$ cat config.mk
export PLATFORM = sky130hd
export DESIGN_NAME = opinj_responder
export DESIGN_NICKNAME = d
export VERILOG_FILES = /design/src/rtl/opinj_pkg.sv /design/src/rtl/opinj_spi_rx.sv /design/src/rtl/opinj_slot_mux.sv /design/src/rtl/opinj_responder.sv
export SDC_FILE = /design/constraint.sdc
export NUM_CORES = 1
export LEC_CHECK = 0
export ABC_CLOCK_PERIOD_IN_PS = 2080
export BUFFER_PORTS_ARGS = -buffer_cell sky130_fd_sc_hd__buf_2
export CORE_MARGIN = 8
export CORE_UTILIZATION = 59
export CTS_CLUSTER_DIAMETER = 30
export DETAILED_ROUTE_END_ITERATION = 16
export GPL_TIMING_DRIVEN = 0
export PLACE_DENSITY = 0.79
export SKIP_LAST_GASP = 1
export SLEW_MARGIN = 25
export SYNTH_ARGS = -nofsm -noshare
export SYNTH_HDL_FRONTEND = slang
export SYNTH_SLANG_ARGS = --single-unit
$ cat constraint.sdc
create_clock -name clk -period 2.08 [get_ports clk]
set_input_delay 0.104 -clock clk [delete_from_list [all_inputs] [get_ports clk]]
set_output_delay 0.104 -clock clk [all_outputs]
set_load 0.01 [all_outputs]
$ cat src/rtl/opinj_pkg.sv
// Shared constants and types for the opcode injection responder.
// Assumes a processor with an 8-bit data bus whose immediate Y load,
// absolute Y store and break opcodes are 0xA0, 0x8C and 0x00.
package opinj_pkg;
    localparam int BYTE_W = 8;
    localparam int SLOT_W = 3;

    typedef logic [BYTE_W-1:0] byte_t;
    typedef logic [SLOT_W-1:0] slot_t;

    localparam byte_t OP_LDY_IMM = 8'hA0;
    localparam byte_t OP_STY_ABS = 8'h8C;
    localparam byte_t PAGE_HI    = 8'h40;
    localparam byte_t OP_BRK     = 8'h00;

    localparam slot_t SLOT_LDY  = 3'd0;
    localparam slot_t SLOT_DATA = 3'd1;
    localparam slot_t SLOT_STY  = 3'd2;
    localparam slot_t SLOT_OFF  = 3'd3;
    localparam slot_t SLOT_PAGE = 3'd4;

    // One-hot byte source selection.
    typedef struct packed {
        logic op;
        logic dat;
        logic off;
    } src_en_t;
endpackage

$ cat src/rtl/opinj_spi_rx.sv
// Serial receiver for host frames (mode 0, MSB first).
// Synchronises SCK, CS_N and MOSI into the clk domain and counts SCK
// rising edges while CS_N is low. When CS_N rises it flags frame_ok
// only if exactly FRAME_BITS bits were seen. Assumes each SCK level
// is held for several clk periods.
module opinj_spi_rx #(
    parameter int FRAME_BITS  = 16,
    parameter int SYNC_STAGES = 2
) (
    input  logic                  clk,
    input  logic                  rst_n,
    input  logic                  sck,
    input  logic                  cs_n,
    input  logic                  mosi,
    output logic [FRAME_BITS-1:0] word,
    output logic                  frame_ok
);
    localparam int CNT_W = $clog2(FRAME_BITS + 1) + 1;
    localparam logic [CNT_W-1:0] CNT_MAX  = '1;
    localparam logic [CNT_W-1:0] CNT_GOOD = CNT_W'(FRAME_BITS);

    logic [SYNC_STAGES-1:0] sck_sh, cs_sh, mosi_sh;
    logic                   sck_d, cs_d;
    logic                   sck_s, cs_s, mosi_s;
    logic [CNT_W-1:0]       bit_cnt;
    logic [FRAME_BITS-1:0]  shreg;

    assign sck_s  = sck_sh[SYNC_STAGES-1];
    assign cs_s   = cs_sh[SYNC_STAGES-1];
    assign mosi_s = mosi_sh[SYNC_STAGES-1];

    // Synchroniser chains plus one delay stage for edge detection.
    always_ff @(posedge clk) begin
        if (!rst_n) begin
            sck_sh  <= '0;
            cs_sh   <= '1;
            mosi_sh <= '0;
            sck_d   <= 1'b0;
            cs_d    <= 1'b1;
        end else begin
            for (int i = SYNC_STAGES - 1; i > 0; i--) begin
                sck_sh[i]  <= sck_sh[i-1];
                cs_sh[i]   <= cs_sh[i-1];
                mosi_sh[i] <= mosi_sh[i-1];
            end
            sck_sh[0]  <= sck;
            cs_sh[0]   <= cs_n;
            mosi_sh[0] <= mosi;
            sck_d      <= sck_s;
            cs_d       <= cs_s;
        end
    end

    // Shift in MOSI on each SCK rise inside a frame and count the bits.
    always_ff @(posedge clk) begin
        if (!rst_n) begin
            bit_cnt <= '0;
            shreg   <= '0;
        end else if (cs_s) begin
            bit_cnt <= '0;
        end else if (sck_s && !sck_d) begin
            shreg <= {shreg[FRAME_BITS-2:0], mosi_s};
            if (bit_cnt != CNT_MAX) bit_cnt <= bit_cnt + 1'b1;
        end
    end

    assign word     = shreg;
    assign frame_ok = cs_s && !cs_d && (bit_cnt == CNT_GOOD);

    // The counter is cleared whenever the frame is closed.
    p_cnt_clear_r9: assert property (@(posedge clk) disable iff (!rst_n)
        cs_s |=> (bit_cnt == '0));
endmodule

$ cat src/rtl/opinj_slot_mux.sv
// Maps the 3-bit slot number to the byte for the data bus and to a
// one-hot source enable. Slots 1 and 3 take the live data and offset
// bytes. All others take a fixed opcode or operand. Purely combinational.
module opinj_slot_mux
    import opinj_pkg::*;
(
    input  slot_t   slot,
    input  byte_t   data_byte,
    input  byte_t   off_byte,
    output byte_t   bus_byte,
    output src_en_t src
);
    byte_t op_byte;

    // Decode the slot into a source select and a fixed opcode value.
    always_comb begin
        src     = '0;
        op_byte = OP_BRK;
        case (slot)
            SLOT_LDY:  op_byte = OP_LDY_IMM;
            SLOT_DATA: src.dat = 1'b1;
            SLOT_STY:  op_byte = OP_STY_ABS;
            SLOT_OFF:  src.off = 1'b1;
            SLOT_PAGE: op_byte = PAGE_HI;
            default:   op_byte = OP_BRK;
        endcase
        src.op = !(src.dat || src.off);
    end

    // Choose the byte from the single enabled source.
    always_comb begin
        if (src.dat)      bus_byte = data_byte;
        else if (src.off) bus_byte = off_byte;
        else              bus_byte = op_byte;
    end

    // Exactly one byte source at a time.
    always_comb begin
        p_one_src_r3: assert ($onehot({src.op, src.dat, src.off}));
    end
endmodule

$ cat src/rtl/opinj_responder.sv
// Top of the opcode injection responder. Presents a data/store/break
// loop to a memoryless processor, with the store's data and low
// address byte taken from live registers that a host loads by serial
// frames. Assumes clk is much faster than the processor bus cycle.
// All outputs are registered.
module opinj_responder
    import opinj_pkg::*;
#(
    parameter int SYNC_STAGES = 2
) (
    input  logic       clk,
    input  logic       rst_n,
    input  logic [2:0] cpu_addr,
    input  logic       cpu_rnw,
    input  logic       cpu_phi2,
    input  logic       spi_sck,
    input  logic       spi_cs_n,
    input  logic       spi_mosi,
    input  logic       host_hold,
    output logic [7:0] bus_dout,
    output logic       bus_oe,
    output logic       host_irq,
    output logic       cpu_rst_n
);
    localparam int FRAME_BITS = 2 * BYTE_W;

    logic [FRAME_BITS-1:0] rx_word;
    logic                  frame_ok;
    byte_t                 live_dat, live_off, held_dat, held_off;
    logic                  pend;
    logic                  busy;
    byte_t                 mux_byte;
    src_en_t               mux_src;

    opinj_spi_rx #(
        .FRAME_BITS (FRAME_BITS),
        .SYNC_STAGES(SYNC_STAGES)
    ) u_rx (
        .clk     (clk),
        .rst_n   (rst_n),
        .sck     (spi_sck),
        .cs_n    (spi_cs_n),
        .mosi    (spi_mosi),
        .word    (rx_word),
        .frame_ok(frame_ok)
    );

    opinj_slot_mux u_mux (
        .slot     (cpu_addr),
        .data_byte(live_dat),
        .off_byte (live_off),
        .bus_byte (mux_byte),
        .src      (mux_src)
    );

    assign busy = (cpu_addr == SLOT_DATA) || (cpu_addr == SLOT_OFF);

    // Commit a received pair, deferring while a live byte is being fetched.
    always_ff @(posedge clk) begin
        if (!rst_n) begin
            live_dat <= '0;
            live_off <= '0;
            held_dat <= '0;
            held_off <= '0;
            pend     <= 1'b0;
        end else if (frame_ok && !busy) begin
            live_off <= rx_word[FRAME_BITS-1:BYTE_W];
            live_dat <= rx_word[BYTE_W-1:0];
            pend     <= 1'b0;
        end else if (frame_ok) begin
            held_off <= rx_word[FRAME_BITS-1:BYTE_W];
            held_dat <= rx_word[BYTE_W-1:0];
            pend     <= 1'b1;
        end else if (pend && !busy) begin
            live_off <= held_off;
            live_dat <= held_dat;
            pend     <= 1'b0;
        end
    end

    // Register the bus byte, enable, interrupt and processor reset.
    always_ff @(posedge clk) begin
        if (!rst_n) begin
            bus_dout  <= '0;
            bus_oe    <= 1'b0;
            host_irq  <= 1'b0;
            cpu_rst_n <= 1'b0;
        end else begin
            bus_dout  <= mux_byte;
            bus_oe    <= cpu_rnw && cpu_phi2;
            host_irq  <= (cpu_addr == SLOT_OFF) && cpu_rnw;
            cpu_rst_n <= !host_hold;
        end
    end

    p_ldy_slot_r2: assert property (@(posedge clk) disable iff (!rst_n)
        (cpu_addr == SLOT_LDY) |=> (bus_dout == OP_LDY_IMM));
    p_page_slot_r2: assert property (@(posedge clk) disable iff (!rst_n)
        (cpu_addr == SLOT_PAGE) |=> (bus_dout == PAGE_HI));
    p_data_slot_r3: assert property (@(posedge clk) disable iff (!rst_n)
        (cpu_addr == SLOT_DATA) |=> (bus_dout == $past(live_dat)));
    p_off_slot_r3: assert property (@(posedge clk) disable iff (!rst_n)
        (cpu_addr == SLOT_OFF) |=> (bus_dout == $past(live_off)));
    p_brk_slots_r4: assert property (@(posedge clk) disable iff (!rst_n)
        (cpu_addr > SLOT_PAGE) |=> (bus_dout == OP_BRK));
    p_irq_set_r5: assert property (@(posedge clk) disable iff (!rst_n)
        ((cpu_addr == SLOT_OFF) && cpu_rnw) |=> host_irq);
    p_irq_clr_r5: assert property (@(posedge clk) disable iff (!rst_n)
        !((cpu_addr == SLOT_OFF) && cpu_rnw) |=> !host_irq);
    p_no_drive_write_r6: assert property (@(posedge clk) disable iff (!rst_n)
        !cpu_rnw |=> !bus_oe);
    p_hold_cpu_r7: assert property (@(posedge clk) disable iff (!rst_n)
        host_hold |=> !cpu_rst_n);
    p_live_frozen_r10: assert property (@(posedge clk) disable iff (!rst_n)
        busy |=> ($stable(live_dat) && $stable(live_off)));
endmodule

Word level (Yosys, flattened, before mapping) --
Index checks and enable logic that the tools add are counted.
Word-level totals: register bits 74, latch bits 0, bits in writable memories 0, bits in read-only memories 0, word-level logic and storage cells 61, memories 0
Operators by class: add/subtract/negate cells 1, multipliers 0, divide/modulo/power cells 0, $lt $le $gt $ge 0, eq/ne operators 7, shifts and indexed selects 0, mux-type cells 13, bitwise logic cells 3, reduce and logical (&&, ||, !) cells 21
Operators with widths (number):
- $mux 8 | 8
- $pmux 8 s3 | 1
- $reduce_and 2->1 | 4
- $logic_and 1x1->1 | 7
- $add 6x1->6 const B | 1
- $eq 3x2->1 const B | 2
- $eq 6x5->1 const B | 1
- $ne 6x6->1 const B | 1
- $logic_not 1->1 | 4
- $mux 1 | 4
- $reduce_bool 2->1 | 2
- $reduce_or 2->1 | 2
- $eq 3x1->1 const B | 1
- $eq 3x3->1 const B | 1
- $logic_not 3->1 | 1
- $not 1->1 | 3
- $ne 2x1->1 const B | 1
- $logic_or 1x1->1 | 1

Logic depth before layout (Yosys ltp) --
depth in word-level cells 7, mapped depth 8, mapped depth without buffers 6

By module --
Synthesis repeated with hierarchy kept, for this count alone.
Unflattened totals: cell total of the unflattened synthesis 330, area, all modules 3256.9 µm²
Modules (own cells, without submodules):
- opinj_responder | times used 1, cells an instance 177, area an instance 1878.1 µm², sequential area each 880.8 µm²
- opinj_spi_rx | times used 1, cells an instance 125, area an instance 1171.1 µm², sequential area each 600.6 µm²
- opinj_slot_mux | times used 1, cells an instance 28, area an instance 207.7 µm², sequential area each 0.0 µm²

Least setup slack after synthesis --
OpenSTA, ideal clock, no wires.
path kind flip-flop to flip-flop, from reg u_rx.bit_cnt[5], to reg live_dat[0], data arrival time 1739 ps, slack 218 ps, stages on the path, launching flop included 7, period minus slack after synthesis 1862 ps, cells stage by stage dfxtp_1 > or4b_1 > or2_1 > buf_6 > buf_6 > and3_1 > a221o_2
Between the ends: longest elaborated chain between the ends 5, elaborated cells between the ends (all ways) 7, those cells by class eq/ne: 2; mux: 1; reduce/logical: 4
RTL lines:
- start, declared | line opinj_spi_rx.sv:25 | logic [CNT_W-1:0] bit_cnt;
- start signal, assigned | line opinj_spi_rx.sv:63 | if (bit_cnt != CNT_MAX) bit_cnt <= bit_cnt + 1'b1;
- $eq 6x5->1 (*) | line opinj_spi_rx.sv:68 | assign frame_ok = cs_s && !cs_d && (bit_cnt == CNT_GOOD);
- $logic_and 1x1->1 (*) | line opinj_spi_rx.sv:68
- $logic_and 1x1->1 | line opinj_responder.sv:66 | end else if (frame_ok && !busy) begin
- $ne 2x1->1 (no source line) / $reduce_bool 2->1 (equally long branches)
- $reduce_and 2->1 (no source line)
- end signal, assigned | line opinj_responder.sv:68 | live_dat <= rx_word[BYTE_W-1:0];
- end signal, assigned | line opinj_responder.sv:76 | live_dat <= held_dat;
- end, declared | line opinj_responder.sv:29 | byte_t live_dat, live_off, held_dat, held_off;
Every way passes the cells marked *; elsewhere a longest branch is shown, timed or not. A chain may end at the register's enable or synchronous reset.

Worst setup path after layout --
from reg u_rx.bit_cnt[5], to reg live_off[5]
Between the ends: longest elaborated chain between the ends 5, elaborated cells between the ends (all ways) 7, those cells by class eq/ne: 2; mux: 1; reduce/logical: 4
RTL lines:
- $eq 6x5->1 (*) | line opinj_spi_rx.sv:68
- $logic_and 1x1->1 (*) | line opinj_spi_rx.sv:68
- $logic_and 1x1->1 | line opinj_responder.sv:66
- $ne 2x1->1 (no source line) / $reduce_bool 2->1 (equally long branches)
- $reduce_and 2->1 (no source line)
- end signal, assigned | line opinj_responder.sv:67 | live_off <= rx_word[FRAME_BITS-1:BYTE_W];
- end signal, assigned | line opinj_responder.sv:75 | live_off <= held_off;
- end, declared | line opinj_responder.sv:29
Marks and branches as above.

==> summary.md <==
| Metric | Value |
|---|---|
| Setup Viol. Count Final | `0` |
| CTS root buf | `clkbuf_8` |
| Final net count | `about 400` |
| Worst slew margin | `66.54%` |
| Clk pwr share | `41.1%` |
| Flop-to-flop setup slack | `between 80 and 90 ps` |
| Final Cycle Share | `between 90% and 100%` |
| Synth top area share | `between 40% and 50%` |
| Setup Slack @ Placement | `slightly above 50 ps` |
| Max VDD drop | `~0.45 mV` |
| Core Footprint | `0.005042 mm²` |
| Clk_lat worst skew | `340 ps` |
| # IOs | `22` |
| Vias in the first global route | `around 2300` |
| Synth area leader | `dfxtp_1` |
| Synth area leaders | `dfxtp_1, nand2_1, o2bb2ai_1` |
| CTS tree | `yes` |
| Mapped cell area | `approximately 0.0030 mm²` |
| DRC | `0` |
| First-pass GRT wire length | `11110 µm` |
| Max Slew Vio Count | `0` |
| Max frequency | `between 0.5 and 0.6 GHz` |
| Post-Syn Nets | `around 360` |
| DRT iter0 DRCs | `158` |
| Switching part of the total | `a little over a fifth` |
| Most frequently used flop master after synthesis | `dfxtp_1` |
| Maxcap violations | `0` |
| Clock Skews | `between 4 and 5 ps` |
| Hold Path Cell Cnt | `3` |
| WL/cell | `14.51 µm` |
| CP max FO | `10` |
| Clock Pin Slew Worst Setup and Hold Paths | `70 ps` |
| Internal Power | `2.044 mW` |
| Starting Density | `between 60% and 70%` |
| Final GP Congestion | `0.8866` |
| Final Critical Period | `approximately 2000 ps` |
| Uppermost layer routed | `met4` |
| Initial antenna violation count | `0` |
| Wire length on met1 | `roughly 3000 µm` |
| Rows | `26` |
| Synthesis warning total | `0` |
| Power Density | `roughly 750 mW/mm²` |
| GRT overflow | `0` |
| DIE HEIGHT | `about 90 µm` |
| Port Buf Inserts | `21` |
| Antenna diodes | `0` |
| Via density | `~5.4` |
| ANT nets after route | `0` |
| WL met2 | `around 3100 µm` |
| Fillcell total | `around 400` |
| Lkg Pwr | `roughly 1.3 nW` |
| Total iterations of the first detailed-routing run | `5` |
| CTS H-Tree Depth | `3` |
| Combinational share of power | `under 10%` |
| Met3 Routed Length | `357 µm` |
| Register area share after synthesis | `between 40 and 50%` |
| Clock tree buffer depth | `2` |
| Via count | `2469` |
| Largest net degree at the start of global routing | `12` |
| Outcome | `completed` |
| Area growth syn-to-layout | `14.96%` |
| Post-synth EDFFs | `0` |
| Post-synthesis async set-or-reset flop share | `0%` |
| HP Class | `primary input to flop` |
| Setup CP Type | `flop to flop` |
| Post-detail-place hpwl | `4849 µm` |
| Syn Inst Count | `roughly 340` |
| Detailed Route WL | `between 6000 and 7000 µm` |
| Mapped Avg Cell Area | `about 9 µm²` |
| Crit path DAT | `approximately 2200 ps` |
| R2R cell count | `6` |
| Worst Setup End Kind | `flop` |
| Worst slew pin tran | `~500 ps` |
| Yosys cell types | `35` |
| Worst Setup Start Kind | `flop` |
| All-layer global routing usage | `about a fifth` |
| Die Span X | `87.63 µm` |
| Layout cell share with drive strength beyond 1 | `between 10 and 15%` |
| CTS Buf Count | `9` |
| Switch Pwr | `about 0.56 mW` |
| Share of power burned in registers | `a little under three fifths` |
| CTS Sinks | `74` |
| Die ar. | `between 0.007 and 0.008 mm²` |
| Worst EP required | `around 2300 ps` |
| Yosys reg bits | `74` |
| Final hold vios | `0` |
| Final Util | `about 69%` |
| PnR worst setup slack | `about 90 ps` |
| Setup TNS | `0 ps` |
| Unrepaired setup endpoints after global routing | `false` |
## through the flow
step	instances	total power [mW]	instance area, µm²	hold WS [ps]
detailed placement	433	1.557	3219	272.1
global placement	433	1.555	3219	262.7
floorplan	342	1.520	3027	175.6
finish	455	2.600	3480	15.79
CTS	453	2.621	3455	7.946
global route	455	2.698	3480	19.21
## final cells by class
cell class	count	area (µm²)	area share [%]
Multi-Input combinational cell	234	1398	40.17
Inverter	6	22.52	0.6472
Timing Repair Buffer	28	170.2	4.890
Tap cell	70	87.58	2.517
Buffer	28	135.1	3.884
Sequential cell	74	1481	42.57
Clock inverter	3	40.04	1.151
Clock buffer	12	145.1	4.171
## logic make-up (layout without fill, tap and decap cells)
logic type,after synthesis,after routing,synth area share [%]
buffers and inverters,34,77,5.084
adders and majority gates,2,2,0.8267
DFF,74,74,48.95
and+or+nand+nor,145,145,23.28
xor gates and xnor gates,1,1,0.2894
muxes,6,6,1.984
AOI/OAI and AO/OA,80,80,19.60
## critical path: stages (launching register included)
cell	delay, ps
dfxtp_1	380
or4b_4	550
or2_1	230
buf_6	140
buf_6	130
and3_1	160
a221o_2	290
## final timing paths
| check | start | end |
|---|---|---|
| setup / recovery | u_rx.bit_cnt[5] | live_off[5] |
| hold / removal | cpu_rnw | host_irq |
| setup reg to reg | u_rx.bit_cnt[5] | live_off[5] |
| hold reg to reg | u_rx.cs_sh[0] | u_rx.cs_sh[1] |
## sequential cells by signal, indices dropped and copies added, names as in the netlist
name,count
u_rx.bit_cnt,6
u_rx.cs_d,1
u_rx.sck_sh,2
live_off,8
u_rx.cs_sh,2
u_rx.word,16
held_dat,8
u_rx.sck_d,1
held_off,8
bus_dout,8
cpu_rst_n,1
live_dat,8
u_rx.mosi_sh,2
pend,1
bus_oe,1
host_irq,1
## timing repair
action | 4_1_cts | 5_1_grt
hold endpoints to repair | 5 | 0
endpoints found under the setup margin | 0 | 21
hold buffers | 5 | 0
resized for setup | 0 | 6
buffers inserted | 0 | 2
## cell usage in the layout, fill, tap and decap left out, types with 9 or more instances in the layout
master | Yosys | routed
nand2_1 | 69 | 69
a221o_2 | 9 | 9
clkbuf_8 | 0 | 10
clkbuf_1 | 18 | 19
nand3_1 | 20 | 20
and3_1 | 19 | 19
o21ai_0 | 20 | 19
a21boi_0 | 16 | 16
buf_2 | 3 | 23
o2bb2ai_1 | 14 | 14
a21oi_1 | 9 | 9
nor2_1 | 10 | 10
dfxtp_1 | 74 | 74
## synth_stat cells, drive strengths merged, types with 9 or more instances
cell / n
a21boi: 16
buf: 10
a21oi: 9
a221o: 16
nand2: 69
nor2: 10
o2bb2ai: 14
dfxtp: 74
nand3: 20
clkbuf: 18
o21ai: 20
and3: 19
## power by group through the flow
| stage | Sequential [mW] | Clock (mW) | Combinational, mW |
|---|---|---|---|
| floorplan | 1.47 | 0 | 0.0543 |
| global placement | 1.46 | 0 | 0.0920 |
| detailed placement | 1.46 | 0 | 0.0942 |
| CTS | 1.43 | 1.09 | 0.101 |
| global route | 1.43 | 1.15 | 0.113 |
| finish | 1.43 | 1.07 | 0.101 |
## layer usage
| metal | vias up | track usage [%] |
|---|---|---|
| li1 | 1271 | - |
| met1 | 1118 | 21.71 |
| met2 | 64 | 30.85 |
| met3 | 16 | 4.409 |
| met4 | 0 | 11.25 |
| met5 | - | 0 |
Power figures use the tool's default switching activity.
